## config.mk

```make
export PLATFORM = sky130hd
export DESIGN_NAME = lpm_entry_ctrl
export DESIGN_NICKNAME = d
export VERILOG_FILES = /design/src/rtl/lpm_pkg.sv /design/src/rtl/lpm_sync.sv /design/src/rtl/lpm_fsm.sv /design/src/rtl/lpm_outreg.sv /design/src/rtl/lpm_entry_ctrl.sv
export SDC_FILE = /design/constraint.sdc
export NUM_CORES = 1
export LEC_CHECK = 0
export ABC_AREA = 1
export BUFFER_PORTS_ARGS = -buffer_cell sky130_fd_sc_hd__clkbuf_2
export CAP_MARGIN = 20
export CELL_PAD_IN_SITES_DETAIL_PLACEMENT = 1
export CELL_PAD_IN_SITES_GLOBAL_PLACEMENT = 1
export CORE_MARGIN = 4
export CORE_UTILIZATION = 41
export DETAILED_ROUTE_END_ITERATION = 8
export MAX_ROUTING_LAYER = met4
export PLACE_DENSITY_LB_ADDON = 0.12
export REMOVE_ABC_BUFFERS = 1
export SYNTH_ARGS = -nofsm -noshare
export SYNTH_HDL_FRONTEND = slang
export SYNTH_SLANG_ARGS = --single-unit
```

## constraint.sdc

```tcl
create_clock -name clk -period 4.25 [get_ports clk]
set_input_delay 1.275 -clock clk [delete_from_list [all_inputs] [get_ports clk]]
set_output_delay 1.275 -clock clk [all_outputs]
set_load 0.02 [all_outputs]
```

## src/rtl/lpm_pkg.sv

```systemverilog
package lpm_pkg;
  typedef enum logic [2:0] {
    ST_RUN     = 3'd0,
    ST_NAP     = 3'd1,
    ST_HALT    = 3'd2,
    ST_OSCWAIT = 3'd3,
    ST_RESTART = 3'd4,
    ST_DEEP    = 3'd5,
    ST_RSTHOLD = 3'd6
  } lpm_state_t;

  typedef struct packed {
    logic core;
    logic periph;
    logic lf;
    logic reg_on;
    logic ret;
  } lpm_gates_t;
endpackage

```

## src/rtl/lpm_sync.sv

```systemverilog
module lpm_sync #(
  parameter int W = 4
) (
  input  logic         clk,
  input  logic         rst,
  input  logic [W-1:0] d,
  output logic [W-1:0] q
);
  logic [W-1:0] s1;

  for (genvar i = 0; i < W; i++) begin : g_bit
    always_ff @(posedge clk) begin
      if (rst) begin
        s1[i] <= 1'b0;
        q[i]  <= 1'b0;
      end else begin
        s1[i] <= d[i];
        q[i]  <= s1[i];
      end
    end
  end
endmodule

```

## src/rtl/lpm_fsm.sv

```systemverilog
module lpm_fsm
  import lpm_pkg::*;
#(
  parameter int SLOW_WAKE = 8,
  parameter int RST_HOLD  = 4
) (
  input  logic       clk,
  input  logic       rst,
  input  logic       sleep_req,
  input  logic       deep_flag,
  input  logic       depth_sel,
  input  logic       fast_wake_en,
  input  logic       irq_pend,
  input  logic       wake_hit,
  input  logic       rst_hit,
  output lpm_state_t state_nxt,
  output logic       fw_nxt,
  output logic       pulse_nxt
);
  localparam int MAXC = (SLOW_WAKE > RST_HOLD) ? SLOW_WAKE : RST_HOLD;
  localparam int CW   = $clog2(MAXC + 1);

  lpm_state_t    state;
  logic          fw_q;
  logic [CW-1:0] cnt;

  always_comb begin
    state_nxt = state;
    if (rst_hit && state != ST_RSTHOLD) begin
      state_nxt = ST_RSTHOLD;
    end else begin
      case (state)
        ST_RUN:
          if (sleep_req && !(irq_pend || wake_hit))
            state_nxt = !deep_flag ? ST_NAP : (depth_sel ? ST_DEEP : ST_HALT);
        ST_NAP:
          if (irq_pend || wake_hit) state_nxt = ST_RUN;
        ST_HALT:
          if (wake_hit) state_nxt = fw_q ? ST_RESTART : ST_OSCWAIT;
        ST_OSCWAIT:
          if (cnt == CW'(SLOW_WAKE - 1)) state_nxt = ST_RESTART;
        ST_RESTART:
          state_nxt = ST_RUN;
        ST_DEEP:
          if (wake_hit) state_nxt = ST_RSTHOLD;
        ST_RSTHOLD:
          if (cnt == CW'(RST_HOLD - 1)) state_nxt = ST_RUN;
        default:
          state_nxt = ST_RUN;
      endcase
    end
  end

  assign fw_nxt    = (state == ST_RUN && state_nxt == ST_HALT) ? fast_wake_en : fw_q;
  assign pulse_nxt = (state == ST_NAP || state == ST_RESTART) && state_nxt == ST_RUN;

  always_ff @(posedge clk) begin
    if (rst) begin
      state <= ST_RUN;
      fw_q  <= 1'b0;
      cnt   <= '0;
    end else begin
      state <= state_nxt;
      fw_q  <= fw_nxt;
      cnt   <= (state_nxt != state) ? '0 : cnt + 1'b1;
    end
  end
endmodule

```

## src/rtl/lpm_outreg.sv

```systemverilog
module lpm_outreg
  import lpm_pkg::*;
(
  input  logic       clk,
  input  logic       rst,
  input  lpm_state_t state_nxt,
  input  logic       fw_nxt,
  input  logic       pulse_nxt,
  output lpm_gates_t gates,
  output logic       wake_pulse,
  output logic       sys_rst_req
);
  lpm_gates_t g_nxt;

  always_comb begin
    g_nxt = '{core: 1'b0, periph: 1'b0, lf: 1'b1, reg_on: 1'b1, ret: 1'b1};
    case (state_nxt)
      ST_RUN:     g_nxt.core   = 1'b1;
      ST_HALT:    g_nxt.lf     = fw_nxt;
      ST_DEEP:    g_nxt.reg_on = 1'b0;
      ST_RESTART: g_nxt.periph = 1'b1;
      ST_RSTHOLD: g_nxt.periph = 1'b1;
      ST_OSCWAIT: g_nxt.lf     = 1'b1;
      default:    g_nxt.periph = 1'b1;
    endcase
    if (state_nxt == ST_RUN || state_nxt == ST_NAP) g_nxt.periph = 1'b1;
  end

  always_ff @(posedge clk) begin
    if (rst) begin
      gates       <= '{core: 1'b1, periph: 1'b1, lf: 1'b1, reg_on: 1'b1, ret: 1'b1};
      wake_pulse  <= 1'b0;
      sys_rst_req <= 1'b0;
    end else begin
      gates       <= g_nxt;
      wake_pulse  <= pulse_nxt;
      sys_rst_req <= (state_nxt == ST_RSTHOLD);
    end
  end
endmodule

```

## src/rtl/lpm_entry_ctrl.sv

```systemverilog
module lpm_entry_ctrl
  import lpm_pkg::*;
#(
  parameter int NW        = 7,
  parameter int NF        = 4,
  parameter int SLOW_WAKE = 8,
  parameter int RST_HOLD  = 4
) (
  input  logic          clk,
  input  logic          rst,
  input  logic          sleep_req,
  input  logic          deep_flag,
  input  logic          depth_sel,
  input  logic          fast_wake_en,
  input  logic [NW-1:0] wake_mask,
  input  logic [NW-1:0] wake_evt,
  input  logic          irq_pend,
  input  logic          rst_pin,
  input  logic [NF-1:0] fault_evt,
  output logic          core_clk_en,
  output logic          periph_clk_en,
  output logic          lf_clk_keep,
  output logic          reg_en,
  output logic          ret_pwr_en,
  output logic          wake_pulse,
  output logic          sys_rst_req
);
  localparam int NR = NF + 1;

  logic [NW-1:0] wake_s;
  logic [NR-1:0] rsrc_s;
  lpm_state_t    state_nxt;
  logic          fw_nxt, pulse_nxt;
  lpm_gates_t    gates;

  lpm_sync #(.W(NW)) u_wsync (.clk(clk), .rst(rst), .d(wake_evt), .q(wake_s));
  lpm_sync #(.W(NR)) u_rsync (.clk(clk), .rst(rst), .d({fault_evt, rst_pin}), .q(rsrc_s));

  lpm_fsm #(.SLOW_WAKE(SLOW_WAKE), .RST_HOLD(RST_HOLD)) u_fsm (
    .clk(clk), .rst(rst), .sleep_req(sleep_req), .deep_flag(deep_flag),
    .depth_sel(depth_sel), .fast_wake_en(fast_wake_en), .irq_pend(irq_pend),
    .wake_hit(|(wake_s & wake_mask)), .rst_hit(|rsrc_s),
    .state_nxt(state_nxt), .fw_nxt(fw_nxt), .pulse_nxt(pulse_nxt)
  );

  lpm_outreg u_out (
    .clk(clk), .rst(rst), .state_nxt(state_nxt), .fw_nxt(fw_nxt),
    .pulse_nxt(pulse_nxt), .gates(gates), .wake_pulse(wake_pulse),
    .sys_rst_req(sys_rst_req)
  );

  assign core_clk_en   = gates.core;
  assign periph_clk_en = gates.periph;
  assign lf_clk_keep   = gates.lf;
  assign reg_en        = gates.reg_on;
  assign ret_pwr_en    = gates.ret;
endmodule

```

==> results of run 1 <==
## worst paths after layout
check / from / endpoint / slack (ns) / cells past startpoint
worst min register to register: u_wsync.s1[0] / u_wsync.q[0] / 0.40 / 2
worst max register to register: u_fsm.state[0] / u_fsm.fw_q / 2.34 / 12
worst max-delay path: wake_mask[3] / u_fsm.fw_q / 1.77 / 15
worst min-delay path: u_wsync.s1[0] / u_wsync.q[0] / 0.40 / 2
## cells in the final DEF (no fill, tap or decap)
cell | Yosys | routed
o21ai_0 | 1 | 1
nand2_2 | 7 | 7
nand2_1 | 34 | 34
xnor2_1 | 1 | 1
clkbuf_2 | 0 | 31
nor2_4 | 2 | 2
clkinv_2 | 0 | 1
clkbuf_1 | 1 | 1
inv_2 | 5 | 5
nand4_2 | 1 | 1
xor2_2 | 1 | 1
clkbuf_8 | 0 | 6
dfxtp_1 | 38 | 38
nor3_1 | 2 | 2
xor2_1 | 2 | 2
ha_1 | 1 | 1
nor3b_2 | 1 | 1
nand3_2 | 3 | 3
a21oi_2 | 1 | 1
inv_1 | 38 | 38
nand3_1 | 11 | 11
nor2_2 | 4 | 4
nand3b_1 | 1 | 1
a21oi_1 | 1 | 1
a21boi_1 | 1 | 1
nor2_1 | 44 | 44
nand4_1 | 4 | 4
conb_1 | 1 | 1
nand2_4 | 1 | 1
## sequential cells by signal, summed over array words and instances, names as in the netlist
register and count:
u_fsm.fw_q 1, u_fsm.state 3, u_rsync.q 5, u_wsync.q 7, u_fsm.cnt 4, u_out.gates 4, u_wsync.s1 7, u_out.wake_pulse 1
u_rsync.s1 5, u_out.sys_rst_req 1
## power groups by stage
stage          registers (mW)  clock network, mW  logic [mW]
2_1_floorplan           0.407                  0      0.0966
3_3_place_gp            0.402                  0       0.144
3_5_place_dp            0.403                  0       0.148
4_1_cts                 0.395              0.252       0.151
5_1_grt                 0.397              0.272       0.169
6_report                0.395              0.245       0.147
## metal layers
metal | vias up | part of all wire (%)
met4 | 0 | 1.8
met1 | 604 | 44
met2 | 28 | 48
met5 | - | 0
li1 | 682 | -
met3 | 6 | 5.6
## kinds of logic after synthesis
group | count (synthesis) | synth area share [%]
compound gates | 4 | 1.65
xor+xnor | 4 | 2.67
buf+inv | 49 | 12.5
flops | 38 | 47.8
other cells | 1 | 0.235
simple gates | 115 | 34.4
fa+ha+maj | 1 | 0.785
## stage by stage
step | power (mW) | instance area, µm² | cells | hold WS (ns) | setup WS, ns
2_1_floorplan | 0.504 | 1560 | 206 | 0.388 | 1.81
3_3_place_gp | 0.546 | 1770 | 285 | 0.389 | 1.49
3_5_place_dp | 0.551 | 1770 | 285 | 0.396 | 1.48
4_1_cts | 0.798 | 1860 | 293 | 0.405 | 1.74
5_1_grt | 0.839 | 1860 | 293 | 0.425 | 1.57
6_report | 0.787 | 1860 | 293 | 0.404 | 1.77
## worst min-delay path: cells and delay by family (launching register included)
family	cells	cell delay, ns
buffers and inverters	1	0.04
DFF	1	0.30
and+or+nand+nor	1	0.03
## area by class of cell
type	instances	area share, %
sequential	38	40.9
tap	48	3.23
multi-input combinational	125	34.0
timing repair buffer	31	8.33
inverter	43	8.67
clock inverter	1	0.269
clock buffer	7	4.64
==> results.ini, run 1 <==
[outcome]
status=complete, no violations

[clocking]
post-cts-setup-buffers=0
cts_sinks=38
cts_hold_buf=0
clk_pin_slew_ns=0.07
cts_resized=0
cts_root_buf=clkbuf_8
clk_path_buf_depth=2
clk-insertion-delay-late_ns=0.28
cts_tree=yes
cts-buffers-inserted=5
h-tree-depth=2

[cells_and_area]
seq_area_um2=761
syn_to_final_growth_pct=16.9
diodes=0
final_nets=271
fillCellCount=512
multiInputGateArea_um2=633
postLayoutCoreUtil_pct=50.1
drive_above_1_share_pct=26.1

[floorplan]
die_w_um=70.3
die_area_mm2=0.00495
boundaryPins=33
row_count=22
initial_core_util_pct=42.9
die_h_um=70.3
core-area_mm2=0.00372

[power]
pwr-share-seq_pct=50.2
p_int_uw=563
combinationalPowerShare_pct=18.7
total_leakage_power_nw=0.977
peakVddDrop_mv=0.255
p_switching_uw=225
powerDensity_mw_per_mm2=423
clkPwrFrac_pct=31.1
netSwitchingFraction_pct=28.5

[global_routing]
grtUsageMet3_pct=4.89
met1_usage_pct=15.6
grtUsageMet2_pct=22.6
grt_max_degree=30
gr-usage-all-layers_pct=13.9
grt-busiest-layer=met2
grt_pass1_wl_um=5260
grt_pass1_vias=1270
antenna_found_initial=0
grt-ovfl-total=0

[synthesis]
netlist_area_mm2=0.00159
synth_most_common_cell=nor2_1
synth-edff-count=0
ys_async_sr_fraction_pct=0
yosys_warnings=0
synth_cell_types=29
ys_seq_area_share_pct=47.8
syn_area_per_cell_um2=7.51
synth_top_cell_by_area=dfxtp_1
syn_inst=212
yosysTopAreaCellShare_pct=47.8
synth_commonest_cells=nor2_1, dfxtp_1, inv_1, nand2_1, nand3_1
synth_ff_type=dfxtp_1
ys_seq_elements=38
synthTopCellsByArea=dfxtp_1, nor2_1, inv_1

[sta]
finClkSkew_ns=0.00313
slew_headroom_pct=62.5
final-setup-viol-count=0
setup_tns_ns=0
drv_slew=0
hold_viol=0
fin_crit_sh_pct=58.4
clock.fmax_mhz=403
layout_min_cycle_time_ns=2.48
tightestPinTransition_ns=0.562
rsz0062_at_grt=false

[setup_path]
crit_buf_inv=1
cp-end-kind=flop
max_stage_delay_ns=0.19
cp.required_ns=4.41
crit_type=input pin to flop
cp_top_family=simple AND/OR/NAND/NOR gates
crit_chain=clkbuf_2, nand2_1, nand2_2, nor2_4, nand2_2, nand2_1, nand2_1, a21oi_2, nand2_2, nand2_4, nand3_1, nor2_1, nand2_1, nand2_1, nor2_1
critPathLaunchType=input pin
critPathMostFrequentCell=nand2_1
crit_fanout=6
arrival_ns=2.64
crit_slowest_cell=nor2_4

[routing]
drt_iter0_drc=47
firstDrtPassIters=4
routedWlPerCell_um=10.6
num_vias=1320
avgViaCountPerCell=4.51
drt-total-wl_um=3100
drc=0
ant_nets=0

[placement]
routabilityCongestion=0.791
io_buffers=31
dp_hpwl_um=2370

[job]
drv_cap=0

[worst_hold_path]
min_path_type=flop to flop

No activity file was read; power rests on OpenSTA's default activity.
==> run 2: changes to the inputs <==
--- a/config.mk
+++ b/config.mk
@@ -11,7 +11,7 @@
 export CELL_PAD_IN_SITES_DETAIL_PLACEMENT = 1
 export CELL_PAD_IN_SITES_GLOBAL_PLACEMENT = 1
 export CORE_MARGIN = 4
-export CORE_UTILIZATION = 41
+export CORE_UTILIZATION = 34
 export DETAILED_ROUTE_END_ITERATION = 8
 export MAX_ROUTING_LAYER = met4
 export PLACE_DENSITY_LB_ADDON = 0.12
==> constraint.sdc (replaced) <==
create_clock -name clk -period 2.2 [get_ports clk]
set_input_delay 0.66 -clock clk [delete_from_list [all_inputs] [get_ports clk]]
set_output_delay 0.66 -clock clk [all_outputs]
set_load 0.02 [all_outputs]
==> run 2 against run 1 <==
  * Hold slack worse by 0.0042 ns
  * Via count is 0.23% higher
  * Highest routed layer unchanged
  * Wire length is 5.7% higher
  * Clock power is 120% higher
  * Critical path type unchanged
  * Largest cell class unchanged
  * Clock-buffer cell count is 1 higher
==> results.ini, run 2 (synthesized netlist as in run 1, its figures left out) <==
[outcome]
status=complete, no violations

[floorplan]
core-area_mm2=0.00444  ; +20%
initial_core_util_pct=35.8  ; -7.0 points
die_h_um=76.4  ; +8.7%
row_count=24  ; +9.1%
die_w_um=76.4  ; +8.7%
die_area_mm2=0.00584  ; +18%
boundaryPins=33  ; unchanged

[global_routing]
grt-ovfl-total=0  ; unchanged
grt_pass1_vias=1240  ; -2.4%
antenna_found_initial=0  ; unchanged
grt_max_degree=17  ; -43%
gr-usage-all-layers_pct=12.1  ; -1.9 points
grt_pass1_wl_um=5440  ; +3.4%

[sta]
setup_tns_ns=0  ; unchanged
rsz0062_at_grt=false
final-setup-viol-count=0  ; unchanged
drv_slew=0  ; unchanged
fin_crit_sh_pct=84.4
clock.fmax_mhz=539
finClkSkew_ns=0.00325  ; +0.000128 ns
hold_viol=0  ; unchanged
layout_min_cycle_time_ns=1.86

[clocking]
post-cts-setup-buffers=0  ; unchanged
clk_path_buf_depth=2  ; unchanged
h-tree-depth=2  ; unchanged
cts_root_buf=clkbuf_8
cts_hold_buf=0  ; unchanged
cts_sinks=38  ; unchanged
clk_pin_slew_ns=0.07  ; about the same
cts_resized=0  ; unchanged
cts_tree=yes
clk-insertion-delay-late_ns=0.28  ; about the same
cts-buffers-inserted=5  ; unchanged

[routing]
highest-signal-layer=met4
firstDrtPassIters=4  ; unchanged
avgViaCountPerCell=4.44  ; -1.5%
drt_iter0_drc=40  ; -15%
drc=0  ; unchanged
met1_length_um=1440  ; +4.3%
wl_met2_um=1620  ; +8.9%
ant_nets=0  ; unchanged
routedWlPerCell_um=11.0  ; +4.0%
route.met3.wl_um=160  ; -8.6%
num_vias=1323  ; +0.23%
drt-total-wl_um=3280  ; +5.7%

[cells_and_area]
final_area_mm2=0.00189  ; +1.7%
mostFrequentLayoutCell=nor2_1
diodes=0  ; unchanged
final_nets=272  ; +0.37%
fillCellCount=575  ; +12%
final_cell_mix=nor2_1, inv_1, dfxtp_1, nand2_1, clkbuf_2
drive_above_1_share_pct=26.8  ; +0.71 points
reg_top3=u_wsync.q: 7 flops, u_wsync.s1: 7 flops
syn_to_final_growth_pct=18.9

[power]
fin_total_pwr_mw=1.60  ; +100%
total_leakage_power_nw=0.991  ; +1.4%
powerDensity_mw_per_mm2=845  ; +100%
peakVddDrop_mv=0.396  ; +55%

[worst_hold_path]
min_path_cells=2  ; unchanged
min_path_type=flop to flop
min_from=u_wsync.s1[2]
min_to=u_wsync.q[2]

[setup_path]
critPathLaunchType=input pin
max_stage_delay_ns=0.19  ; about the same
reg2reg_slack_ns=0.35  ; -1.99 ns
arrival_ns=2.08  ; -0.56 ns
crit_type=input pin to flop
cp.required_ns=2.42  ; -1.99 ns
crit_buf_inv=2  ; +1
cp_num_cells=13  ; -2
r2r_cells=12  ; unchanged
rr_endpoint=u_fsm.fw_q
cp_top_family=simple AND/OR/NAND/NOR gates
crit_fanout=6  ; unchanged
cp-end-kind=flop
crit_chain=clkbuf_2, nand2_1, nand2_2, nor2_4, nand3_2, nand2_1, nand2_1, nor2_2, nand3_2, xor2_1, inv_1, nand3_2, nor2_1
rr_startpoint=u_fsm.state[0]
crit_slowest_cell=nor2_4

[placement]
routabilityCongestion=0.775  ; -2.0%
placed_area_mm2=0.00178  ; +0.71%
io_buffers=31  ; unchanged
dp_hpwl_um=2610  ; +10%

[job]
drv_cap=0  ; unchanged

## run 2: cell types whose count changed in the layout (fill, tap and decap cells not counted)
cell,before,now
clkbuf_1,1,0
clkbuf_8,6,8
clkinv_2,1,0
buf_4,0,1
## run 2: how the worst max path moves through the flow
| stage | start | to | slack (ns) |
|---|---|---|---|
| finish | wake_mask[3] | u_fsm.cnt[2] | 0.34 |
| global route | wake_mask[6] | u_fsm.cnt[0] | 0.20 |
| CTS | u_fsm.state[0] | u_fsm.fw_q | 0.32 |
| detailed placement | wake_mask[3] | u_fsm.cnt[0] | 0.04 |
| global placement | wake_mask[3] | u_fsm.cnt[0] | 0.1 |
| floorplan | wake_mask[3] | u_out.gates[2] | 0.38 |
## run 2: area by class of cell
cell class	count	area, µm²	share of cell area [%]
Timing Repair Buffer	32	163	8.59
Inverter	43	161	8.53
Sequential cell	38	761	40.2
Clock buffer	8	110	5.82
Multi-Input combinational cell	125	633	33.4
Tap cell	52	65.1	3.44
## run 2: worst min-delay path, cell delays in order, from the launching register on
cell and delay, ns:
dfxtp_1 0.30, inv_1 0.04, nor2_1 0.03
## run 2: metrics by stage
stage	hold slack, ns	instances	utilization (%)	worst slack (ns)
2_1_floorplan	0.388	206	-	0.377
3_3_place_gp	0.391	290	40.1	0.0988
3_5_place_dp	0.399	290	40.1	0.0385
4_1_cts	0.407	298	42.6	0.324
5_1_grt	0.423	298	42.6	0.205
6_report	0.400	298	42.6	0.343
## run 2: metal layers
layer / GRT usage (%) / up-vias
li1: - / 686
met1: 13.2 / 604
met2: 20.2 / 25
met3: 3.55 / 8
met4: 5.43 / 0
met5: - / -
## run 2: where the power goes
| part | internal [mW] | switching (mW) |
|---|---|---|
| Sequential | 0.735 | 0.0277 |
| Combinational | 0.101 | 0.188 |
| Clock | 0.316 | 0.233 |
| Total | 1.15 | 0.448 |
